==> src/rtl/t1dp_pkg.sv <==
package t1dp_pkg;
  localparam int unsigned BYTE_W = 8;
  localparam int unsigned BIT_SIG = 0;  // robbed position, value 0x01
  localparam int unsigned BIT_STUFF = 1;  // zero fix-up position, value 0x02
  localparam int unsigned BIT_YEL = 6;  // alarm position, value 0x40

  typedef logic [BYTE_W-1:0] ds0_t;

  typedef struct packed {
    logic use_idle;
    logic sig_en;
    logic stuff_en;
    logic yel_en;
  } slot_ctl_t;
endpackage

==> src/rtl/t1dp_regs.sv <==
module t1dp_regs #(
  parameter int unsigned NUM_CH = 24,
  parameter int unsigned ADDR_W = 3
) (
  input  logic                       clk,
  input  logic                       rst_n,
  input  logic                       we,
  input  logic [ADDR_W-1:0]          addr,
  input  t1dp_pkg::ds0_t             wdata,
  output logic [NUM_CH-1:0]          clear_map,
  output logic [NUM_CH-1:0]          idle_map,
  output t1dp_pkg::ds0_t             idle_code
);
  import t1dp_pkg::*;
  localparam int unsigned NUM_MB = NUM_CH / BYTE_W;
  localparam logic [ADDR_W-1:0] CODE_ADDR = ADDR_W'(2 * NUM_MB);

  ds0_t clear_q [NUM_MB];
  ds0_t idle_q  [NUM_MB];
  ds0_t clear_d [NUM_MB];
  ds0_t idle_d  [NUM_MB];
  ds0_t code_q, code_d;

  for (genvar g = 0; g < NUM_MB; g++) begin : g_mb
    localparam logic [ADDR_W-1:0] A_CLR = ADDR_W'(g);
    localparam logic [ADDR_W-1:0] A_IDL = ADDR_W'(NUM_MB + g);

    always_comb begin
      clear_d[g] = clear_q[g];
      idle_d[g]  = idle_q[g];
      if (we && addr == A_CLR) clear_d[g] = wdata;
      if (we && addr == A_IDL) idle_d[g]  = wdata;
    end

    always_ff @(posedge clk or negedge rst_n) begin
      if (!rst_n) begin
        clear_q[g] <= '0;
        idle_q[g]  <= '0;
      end else begin
        clear_q[g] <= clear_d[g];
        idle_q[g]  <= idle_d[g];
      end
    end

    assign clear_map[g*BYTE_W +: BYTE_W] = clear_q[g];
    assign idle_map[g*BYTE_W +: BYTE_W]  = idle_q[g];
  end

  always_comb begin
    code_d = code_q;
    if (we && addr == CODE_ADDR) code_d = wdata;
  end

  always_ff @(posedge clk or negedge rst_n) begin
    if (!rst_n) code_q <= '0;
    else        code_q <= code_d;
  end

  assign idle_code = code_q;

  // a write to the code address is visible on the next cycle
  a_r1_code_write: assert property (@(posedge clk) disable iff (!rst_n)
    (we && addr == CODE_ADDR) |=> (idle_code == $past(wdata)));
endmodule

==> src/rtl/t1dp_chan_sel.sv <==
module t1dp_chan_sel #(
  parameter int unsigned NUM_CH = 24,
  parameter int unsigned CH_W   = 5
) (
  input  logic [CH_W-1:0]   chan,
  input  logic [NUM_CH-1:0] clear_map,
  input  logic [NUM_CH-1:0] idle_map,
  output logic              is_clear,
  output logic              is_idle
);
  always_comb begin
    is_clear = 1'b0;
    is_idle  = 1'b0;
    for (int i = 0; i < NUM_CH; i++) begin
      if (chan == CH_W'(i + 1)) begin
        is_clear = clear_map[i];
        is_idle  = idle_map[i];
      end
    end
  end
endmodule

==> src/rtl/t1dp_byte_path.sv <==
module t1dp_byte_path (
  input  t1dp_pkg::ds0_t      data_in,
  input  t1dp_pkg::ds0_t      idle_code,
  input  logic                sig_bit,
  input  t1dp_pkg::slot_ctl_t ctl,
  output t1dp_pkg::ds0_t      data_out
);
  import t1dp_pkg::*;
  ds0_t s_idle, s_sig, s_stuff;

  always_comb begin
    s_idle = ctl.use_idle ? idle_code : data_in;
    s_sig  = s_idle;
    if (ctl.sig_en) s_sig[BIT_SIG] = sig_bit;
    s_stuff = s_sig;
    if (ctl.stuff_en && s_sig == '0) s_stuff[BIT_STUFF] = 1'b1;
    data_out = s_stuff;
    if (ctl.yel_en) data_out[BIT_YEL] = 1'b0;
  end
endmodule

==> src/rtl/t1_ds0_proc.sv <==
module t1_ds0_proc #(
  parameter int unsigned NUM_CH  = 24,
  parameter int unsigned ADDR_W  = 3,
  parameter int unsigned FRM_W   = 4,
  parameter int unsigned SIG_FRM_A = 6,
  parameter int unsigned SIG_FRM_B = 12,
  localparam int unsigned CH_W   = $clog2(NUM_CH + 1)
) (
  input  logic              clk,
  input  logic              rst_n,
  input  logic              cfg_we,
  input  logic [ADDR_W-1:0] cfg_addr,
  input  logic [7:0]        cfg_wdata,
  input  logic              slot_valid,
  input  logic [CH_W-1:0]   slot_chan,
  input  logic [FRM_W-1:0]  slot_frame,
  input  logic [7:0]        slot_data,
  input  logic              slot_sig,
  input  logic              d4_mode,
  input  logic              yellow_tx,
  input  logic              stuff_all_a,
  input  logic              stuff_all_b,
  output logic              out_valid,
  output logic [7:0]        out_data
);
  import t1dp_pkg::*;

  logic [1:0] rst_sync_q;
  logic       rst_int_n;

  always_ff @(posedge clk or negedge rst_n) begin
    if (!rst_n) rst_sync_q <= 2'b00;
    else        rst_sync_q <= {rst_sync_q[0], 1'b1};
  end
  assign rst_int_n = rst_sync_q[1];

  logic [NUM_CH-1:0] clear_map, idle_map;
  ds0_t              idle_code;
  logic              is_clear, is_idle;
  logic              sig_frame, force_stuff, yel_on;
  slot_ctl_t         ctl;
  ds0_t              proc_byte;
  ds0_t              data_d;
  logic              valid_d;

  t1dp_regs #(.NUM_CH(NUM_CH), .ADDR_W(ADDR_W)) u_regs (
    .clk(clk), .rst_n(rst_int_n), .we(cfg_we), .addr(cfg_addr),
    .wdata(cfg_wdata), .clear_map(clear_map), .idle_map(idle_map),
    .idle_code(idle_code)
  );

  t1dp_chan_sel #(.NUM_CH(NUM_CH), .CH_W(CH_W)) u_sel (
    .chan(slot_chan), .clear_map(clear_map), .idle_map(idle_map),
    .is_clear(is_clear), .is_idle(is_idle)
  );

  always_comb begin
    sig_frame    = (slot_frame == FRM_W'(SIG_FRM_A)) || (slot_frame == FRM_W'(SIG_FRM_B));
    force_stuff  = stuff_all_a && stuff_all_b;
    yel_on       = d4_mode && yellow_tx;
    ctl.use_idle = is_idle;
    ctl.sig_en   = !is_clear && sig_frame;
    ctl.stuff_en = !is_clear || force_stuff;
    ctl.yel_en   = yel_on;
  end

  t1dp_byte_path u_path (
    .data_in(slot_data), .idle_code(idle_code), .sig_bit(slot_sig),
    .ctl(ctl), .data_out(proc_byte)
  );

  always_comb begin
    valid_d = slot_valid;
    data_d  = out_data;
    if (slot_valid) data_d = proc_byte;
  end

  always_ff @(posedge clk or negedge rst_int_n) begin
    if (!rst_int_n) begin
      out_valid <= 1'b0;
      out_data  <= '0;
    end else begin
      out_valid <= valid_d;
      out_data  <= data_d;
    end
  end

  // one-cycle latency, output held between slots
  a_r9_valid_follows: assert property (@(posedge clk) disable iff (!rst_int_n)
    slot_valid |=> out_valid);
  a_r9_idle_hold: assert property (@(posedge clk) disable iff (!rst_int_n)
    !slot_valid |=> (!out_valid && $stable(out_data)));
  // alarm bit cleared whenever D4 yellow is active
  a_r7_yellow_bit: assert property (@(posedge clk) disable iff (!rst_int_n)
    (slot_valid && d4_mode && yellow_tx) |=> !out_data[BIT_YEL]);
  // a stuffed channel never emits an all-zero byte without yellow
  a_r5_no_zero_byte: assert property (@(posedge clk) disable iff (!rst_int_n)
    (slot_valid && (!is_clear || (stuff_all_a && stuff_all_b)) && !(d4_mode && yellow_tx))
      |=> (out_data != '0));
  // clear, non-idle channel passes untouched
  a_r3_clear_pass: assert property (@(posedge clk) disable iff (!rst_int_n)
    (slot_valid && is_clear && !is_idle && !(stuff_all_a && stuff_all_b)
      && !(d4_mode && yellow_tx)) |=> (out_data == $past(slot_data)));
endmodule

==> config.mk <==
export PLATFORM = sky130hd
export DESIGN_NAME = t1_ds0_proc
export DESIGN_NICKNAME = d
export VERILOG_FILES = /design/src/rtl/t1dp_pkg.sv /design/src/rtl/t1dp_regs.sv /design/src/rtl/t1dp_chan_sel.sv /design/src/rtl/t1dp_byte_path.sv /design/src/rtl/t1_ds0_proc.sv
export SDC_FILE = /design/constraint.sdc
export NUM_CORES = 1
export LEC_CHECK = 0
export CORE_MARGIN = 8
export CORE_UTILIZATION = 42
export DETAILED_ROUTE_END_ITERATION = 10
export PLACE_DENSITY_LB_ADDON = 0.08
export SLEW_MARGIN = 20
export SYNTH_ARGS = -nofsm -noshare
export SYNTH_HDL_FRONTEND = slang
export SYNTH_SLANG_ARGS = --single-unit
export TNS_END_PERCENT = 5
==> constraint.sdc <==
create_clock -name clk -period 2.2 [get_ports clk]
set_input_delay 0.33 -clock clk [delete_from_list [all_inputs] [get_ports clk]]
set_output_delay 0.33 -clock clk [all_outputs]
set_load 0.02 [all_outputs]
Yosys cells after proc, flatten, opt, wreduce, memory -nomap -nowiden
Index checks and enable logic that the tools add are counted.
- flip-flop bits (word level): 67
- latch bits: 0
- RAM bits: 0
- ROM bits: 0
- input bits: 37
- word-level logic and storage cells: 110
- memories: 0
- $add $sub $neg: 0
- multipliers: 0
- divide/modulo/power cells: 0
- $lt $le $gt $ge: 0
- eq/ne operators: 32
- shifts and indexed selects: 0
- muxes and demuxes: 52
- bitwise operators: 0
- reduce and logical (&&, ||, !) cells: 16
- operators with widths (operator ; count):
    $mux W1 ; 51
    $eq A5 B5 Y1 const B ; 9
    $eq A5 B4 Y1 const B ; 8
    $eq A5 B3 Y1 const B ; 4
    $logic_and A1 B1 Y1 ; 11
    $eq A5 B2 Y1 const B ; 2
    $eq A3 B3 Y1 const B ; 3
    $logic_not A8 Y1 ; 1
    $mux W8 ; 1
    $eq A3 B2 Y1 const B ; 2
    $eq A5 B1 Y1 const B ; 1
    $eq A4 B3 Y1 const B ; 1
    $eq A4 B4 Y1 const B ; 1
    $eq A3 B1 Y1 const B ; 1
    $logic_not A3 Y1 ; 1
    $logic_or A1 B1 Y1 ; 2
    $logic_not A1 Y1 ; 1

Depth between registers and ports, before layout
Gate-level depths: netlist of the first run.
- depth after elaboration: 31
- gate-level depth with buffers: 11
- depth with buffers taken out: 8

Hierarchy
A second synthesis of the first run with hierarchy kept.
- cell total of the unflattened synthesis: 284
- area, all modules: 3512.1 µm²
- by module, submodules not included (module ; instances ; cells each ; area each (µm²)):
    t1dp_regs ; 1 ; 126 ; 2147.1
    t1dp_chan_sel ; 1 ; 113 ; 743.2
    t1_ds0_proc ; 1 ; 26 ; 447.9
    t1dp_byte_path ; 1 ; 19 ; 173.9

Worst setup path before layout of the first run
No wires, ideal clock.
- path kind: input to register
- from: input slot_chan[3]
- to: register out_data[0]
- arrival time: 2115 ps
- setup slack: -35 ps
- stages: 8
- cell sequence: buf_2 or3b_1 o22ai_1 a211oi_1 nor3_2 mux2i_1 o21ai_0 a31o_1
- word-level cells in the longest chain between the ends: 28
- elaborated cells on any way between the ends: 76
- ends and longest elaborated chain (item ; line ; source):
    start: declaration ; t1_ds0_proc.sv:15 ; input logic [CH_W-1:0] slot_chan,
    $eq A5 B1 Y1 ; t1dp_chan_sel.sv:15 ; if (chan == CH_W'(i + 1)) begin
    $mux W1 (24 in series) ; t1dp_chan_sel.sv:15 ;
    $logic_not A1 Y1 ; t1_ds0_proc.sv:62 ; ctl.sig_en = !is_clear && sig_frame;
    $logic_and A1 B1 Y1 ; t1_ds0_proc.sv:62 ;
    $mux W1 (*) ; t1dp_byte_path.sv:14 ; if (ctl.sig_en) s_sig[BIT_SIG] = sig_bit;
    end signal: assignment ; t1_ds0_proc.sv:84 ; out_data <= data_d;
    end: declaration ; t1_ds0_proc.sv:24 ; output logic [7:0] out_data
Mark *: on every way between the ends. The rest lies on a longest branch, timed or not.
A chain may end at the register's enable or synchronous reset.

Worst setup path after layout of the first run
- from: input slot_chan[2]
- to: register out_data[0]
The elaborated chain is that of the path after synthesis.

==> impl_metrics.yaml, run 1 <==
cts:
  ctsHoldBuffers: 0
  htree_levels: 3
  cts_tree: "yes"
  clock_insertion_delay_worst_skew_ns: 0.35
  cts_inserted_buffers: 9
  cts_root_buf: "sky130_fd_sc_hd__clkbuf_8"
  clock_tree.buffer_depth: 2
  cts.sink_count: 67
  clock_pin_slew_on_the_worst_setup_and_hold_paths_ns: 0.07
finish:
  num-nets-final: 412
  area_of_the_multi_input_gates_um2: 1700
  register_area_um2: 1680
  synthToLayoutAreaGrowth_pct: 34.3
  layout_cells_sized_above_1: 0.366
  final-instance-count-excl-fill: 482
  fin_util: 0.582
  fill_cells: 687
  antennaDiodeCount: 0
  finalInstanceArea_um2: 4520
sta:
  rsz_0062_raised_after_global_routing: "true"
  min_period_over_period: 0.970
  final.setup_skew_ns: 0.00882
  timing.final.hold_violations: 0
  post-route-min-period_ns: 2.13
  setup_viol: 0
  slew_violations: 0
  slew_headroom: 0.611
  setup_tns_ns: 0
  worst_margin_slew_ns: 0.582
  timing.fmax_mhz: 469
worst_setup_path:
  critPathBufInv: 3
  maximum_fanout_encountered_on_the_critical_timing_path: 4
  worst_setup_path_startpoint: "slot_chan[2]"
  cp_cell_sequence: "dlygate4sd2_1 > buf_2 > or3b_4 > buf_4 > o22ai_1 > a21o_1 > a31oi_4 > or3_1 > a31o_1"
  criticalPathCategory: "primary input to flop"
  cp_data_required_time_ns: 2.44
  critPathSlowestCell: "sky130_fd_sc_hd__or3b_4"
  r2r_start: "u_regs.idle_map[7]"
  timing.critical_path.from_type: "primary input"
  path_delay_family: "simple AND/OR/NAND/NOR gates"
  max_stage_delay_ns: 0.40
  critPathArrivalTime_ns: 2.38
  setup.worst_path.end_class: "flop"
power:
  share_comb_of_total_power: 0.239
  totalPowerFinal_mw: 3.35
  seq_power_share: 0.495
  internal_power_mw: 2.39
  part_of_the_power_in_the_clock_network: 0.266
  p_per_area_nw_per_um2: 740
  total_leakage_power_nw: 1.92
  power.net_switching_mw: 0.960
  irDropWorstVdd_mv: 0.377
  p_sw_frac: 0.287
synth:
  flops_latches_synth: 67
  synth.top_cell.area_share: 0.498
  synth_cells: 290
  synth_net_count: 327
  ys_top_cells_by_count: "67 x sky130_fd_sc_hd__dfrtp_1, 54 x sky130_fd_sc_hd__mux2_2, 19 x sky130_fd_sc_hd__nand2_1, 14 x sky130_fd_sc_hd__nor2_1, 10 x sky130_fd_sc_hd__mux2i_1"
  distinct_cell_type_count_after_synthesis: 53
  synthesis.yosys.warnings: 0
  top_cells_by_area_synth: "sky130_fd_sc_hd__dfrtp_1 50%, sky130_fd_sc_hd__mux2_2 18%, sky130_fd_sc_hd__mux2i_1 3.0%"
  ys_async_sr_fraction: 1.00
  synth.largest_area_cell: "sky130_fd_sc_hd__dfrtp_1"
  synthMostInstantiatedCell: "sky130_fd_sc_hd__dfrtp_1"
  syn-mean-instance-area_um2: 11.6
  post_synth_edffs: 0
  synthesized_area_um2: 3370
  yosys_most_used_dff: "sky130_fd_sc_hd__dfrtp_1"
  seq_area_frac_synth: 0.498
routing:
  final_antenna_net_count: 0
  drcViolationCount: 0
  detailedRoute.firstIterationViolations: 77
  finalWirelength_um: 8850
  via_count: 2608
  post_drt_via_cell_ratio: 5.41
  wire_per_inst_um: 18.4
  drt_first_pass_iters: 4
die:
  floorplan_die_width_um: 106
  die_h_um: 106
  floorplan.die_area_um2: 11100
  core-area_um2: 7770
  num_io_pins: 46
  num_rows: 32
  start_util: 0.433
min_path:
  hold_path_class: "primary input to async pin"
placed_design:
  dpl-instance-area_um2: 4160
  io_buffer_count: 45
  place.gp.congestion: 0.892
  post-place-cells: 457
  hpwlAfterDp_um: 6350
outcome:
  outcome: "complete, no violations"
grt:
  grt_max_degree: 42
  grt_pass1_wl_um: 14600
  grt_pass1_vias: 2721
  track_usage: 0.165
  grt_overflow_total: 0
  antenna_violations_before_repair: 0
run:
  maxCapViolations: 0
flip-flops by register name (all words and copies together) (netlist names):
register          cells
u_regs.idle_code      8
rst_sync_q            2
u_regs.clear_map     24
out_data              8
u_regs.idle_map      24
out_valid             1
cells by family after synthesis:
group | Yosys count | share of synthesized area
AOI/OAI and AO/OA | 54 | 0.110
xor gates and xnor gates | 1 | 0.00260
buffers and inverters | 21 | 0.0349
DFF | 67 | 0.498
muxes | 66 | 0.217
other | 1 | 0.00111
and+or+nand+nor | 80 | 0.136
worst paths after layout:
kind / endpoint / slack (ns) / cells past startpoint
min: rst_sync_q[0] / 0.13 / 1
max: out_data[0] / 0.07 / 9
min in group clk: rst_sync_q[1] / 0.35 / 0
max reg2reg: out_data[1] / 0.11 / 8
max in group asynchronous: out_valid / 1.32 / 1
min reg2reg: u_regs.clear_map[8] / 0.27 / 0
metal layers:
layer | GRT usage | vias up | part of all wire
li1 | - | 1248 | -
met1 | 0.222 | 1297 | 0.48
met2 | 0.252 | 48 | 0.46
met3 | 0.0432 | 15 | 0.036
met4 | 0.0573 | 0 | 0.020
met5 | 0 | - | 0
layout make-up:
type,instances,area share
Timing Repair Buffer,90,0.185
Tap cell,102,0.0282
Clock inverter,3,0.00332
Multi-Input combinational cell,202,0.376
Sequential cell,67,0.371
Inverter,5,0.00415
Clock buffer,13,0.0329
through the flow:
step / hold WS [ns] / worst slack, ns
after floorplan: 0.0344 / 0.00321
after global placement: 0.285 / -0.595
after detailed placement: 0.284 / -0.606
after CTS: 0.118 / 0.0121
after global routing: 0.121 / -0.0374
final: 0.127 / 0.0669
repair_timing:
item,in CTS,in global routing
pin swaps,4,5
setup buffers,5,3
resized for setup,23,14
cloned,2,0
endpoints found under the setup margin,8,8
cells in the final DEF (no fill, tap or decap), drive strengths merged, types with 3 or more instances in the layout:
| cell type | Yosys | final |
|---|---|---|
| or3 | 3 | 3 |
| nor3 | 7 | 7 |
| nand2b | 5 | 5 |
| nand3 | 3 | 3 |
| a31oi | 7 | 7 |
| a211oi | 4 | 4 |
| clkbuf | 5 | 16 |
| nor2b | 6 | 6 |
| nor2 | 14 | 14 |
| buf | 11 | 44 |
| dfrtp | 67 | 67 |
| inv | 5 | 5 |
| o21ai | 15 | 15 |
| mux2i | 10 | 10 |
| nand3b | 3 | 3 |
| mux2 | 56 | 56 |
| clkinv | 0 | 3 |
| clkdlybuf4s50 | 0 | 40 |
| a41oi | 3 | 3 |
| nand2 | 19 | 19 |
| nand4b | 4 | 4 |
| a21oi | 7 | 7 |
| nor3b | 3 | 3 |
| o22ai | 4 | 4 |
power groups by stage:
| stage | combinational (mW) | clock [mW] | sequential (mW) |
|---|---|---|---|
| 5_1_grt | 0.875 | 0.965 | 1.69 |
| 6_report | 0.801 | 0.890 | 1.65 |
| 3_5_place_dp | 0.753 | 0 | 1.67 |
| 2_1_floorplan | 0.438 | 0 | 1.66 |
| 4_1_cts | 0.797 | 0.910 | 1.65 |
| 3_3_place_gp | 0.738 | 0 | 1.67 |
(Power assumes the default switching activity.)
==> run 2, diff against run 1 <==
Settings changed: SKIP_LAST_GASP set to 1.
==> impl_metrics.yaml, run 2 (synthesis gave the netlist of run 1 again) <==
outcome:
  outcome: "complete, no violations"
cts:
  cts_tree: "yes"
  cts_root_buf: "sky130_fd_sc_hd__clkbuf_8"
  cts.sink_count: 67
  clock_insertion_delay_worst_skew_ns: 0.35
  htree_levels: 3
  clock_tree.buffer_depth: 2
  clock_pin_slew_on_the_worst_setup_and_hold_paths_ns: 0.07
  cts_inserted_buffers: 9
grt:
  antenna_violations_before_repair: 0
  grt_pass1_wl_um: 14600
  grt_overflow_total: 0
  track_usage: 0.165
  grt_pass1_vias: 2721
  grt_max_degree: 42
die:
  floorplan.die_area_um2: 11100
  die_h_um: 106
  core-area_um2: 7770
  floorplan_die_width_um: 106
  num_io_pins: 46
  start_util: 0.433
  num_rows: 32
worst_setup_path:
  criticalPathCategory: "primary input to flop"
  cp_data_required_time_ns: 2.44
  worst_setup_path_startpoint: "slot_chan[2]"
  timing.critical_path.from_type: "primary input"
  rrSetupSlack_ns: 0.11
  cp_cell_sequence: "dlygate4sd2_1 > buf_2 > or3b_4 > buf_4 > o22ai_1 > a21o_1 > a31oi_4 > or3_1 > a31o_1"
  setup.worst_path.end_class: "flop"
  critPathSlowestCell: "sky130_fd_sc_hd__or3b_4"
  critPathArrivalTime_ns: 2.38
  path_delay_family: "simple AND/OR/NAND/NOR gates"
  r2r_start: "u_regs.idle_map[7]"
  timing.rr.end: "out_data[1]"
  length_in_cells_of_the_worst_reg_to_reg_path: 8
  max_stage_delay_ns: 0.40
  critPathBufInv: 3
  path_depth: 9
  maximum_fanout_encountered_on_the_critical_timing_path: 4
sta:
  worst_margin_slew_ns: 0.582
  slew_headroom: 0.611
  post-route-min-period_ns: 2.13
  final_critical_path_setup_slack_ns: 0.0669
  timing.fmax_mhz: 469
  rsz_0062_raised_after_global_routing: "true"
  slew_violations: 0
  timing.final.hold_violations: 0
  min_period_over_period: 0.970
  setup_viol: 0
  final.setup_skew_ns: 0.00882
placed_design:
  io_buffer_count: 45
  hpwlAfterDp_um: 6350
  post-place-cells: 457
  placement.setup.worst_slack_ns: -0.606
  place.gp.congestion: 0.892
routing:
  via_count: 2608
  post_drt_via_cell_ratio: 5.41
  detailedRoute.firstIterationViolations: 78
  wire_per_inst_um: 18.4
  final_antenna_net_count: 0
  finalWirelength_um: 8850
  drcViolationCount: 0
  drt_first_pass_iters: 4
finish:
  synthToLayoutAreaGrowth_pct: 34.5
  final_common_cell: "sky130_fd_sc_hd__dfrtp_1"
  fin_util: 0.583
  area_of_the_multi_input_gates_um2: 1700
  final-instance-count-excl-fill: 482
  register_area_um2: 1680
  num-nets-final: 412
  antennaDiodeCount: 0
  layout_common_cells: "66 x sky130_fd_sc_hd__dfrtp_1, 54 x sky130_fd_sc_hd__mux2_2, 40 x sky130_fd_sc_hd__clkdlybuf4s50_1"
  fill_cells: 686
  layout_cells_sized_above_1: 0.363
power:
  irDropWorstVdd_mv: 0.377
  p_per_area_nw_per_um2: 739
  total_leakage_power_nw: 1.92
min_path:
  hold_path_class: "primary input to async pin"
run:
  maxCapViolations: 0
run 2: changes by cell type in the layout (fill, tap and decap cells not counted), sizes merged:
cell / change
clkbuf: -1
clkdlybuf4s15: +1
run 2: worst reg2reg max path, delay by kind of cell (launching register included):
family             cells  cell delay (ns)
muxes                  2             0.30
DFF                    1             0.34
AOI/OAI and AO/OA      3             0.63
and+or+nand+nor        3             0.73
run 2: how the worst max path moves through the flow:
stage                       end  slack, ns
floorplan           out_data[0]      0.003
global placement    out_data[1]      -0.59
detailed placement  out_data[0]      -0.61
CTS                 out_data[1]       0.01
global route        out_data[1]      -0.04
finish              out_data[0]       0.07
run 2: layout make-up:
class | count | share of cell area
Multi-Input combinational cell | 202 | 0.375
Sequential cell | 67 | 0.371
Timing Repair Buffer | 90 | 0.186
Clock buffer | 13 | 0.0329
Tap cell | 102 | 0.0282
Inverter | 5 | 0.00415
Clock inverter | 3 | 0.00332
run 2: stage by stage:
stage	hold WS, ns	area, um^2	setup TNS (ns)	power [mW]
floorplan	0.0344	3370	0	2.10
global placement	0.285	4160	-3.99	2.41
detailed placement	0.284	4160	-4.10	2.42
CTS	0.118	4480	0	3.36
global route	0.121	4530	-0.0374	3.53
finish	0.127	4530	0	3.35
run 2: timing repair:
item                       in CTS  in global routing
pin swaps                       4                  5
gates resized for setup        23                 13
hold buffers                    0                  0
buffers inserted                5                  3
setup endpoints to repair       8                  8
cloned                          2                  0
run 2: routing by layer:
layer | wire length (um) | up-vias | GRT usage
li1 | - | 1248 | -
met1 | 4250 | 1297 | 0.222
met2 | 4110 | 48 | 0.252
met3 | 318 | 15 | 0.0432
met4 | 175 | 0 | 0.0573
met5 | 0 | - | 0
run 2: power by group:
part | total [mW] | leakage [nW] | switching, mW | internal, mW
sequential | 1.65 | 0.801 | 0.167 | 1.49
combinational | 0.801 | 1.04 | 0.338 | 0.463
clock | 0.890 | 0.0872 | 0.455 | 0.435
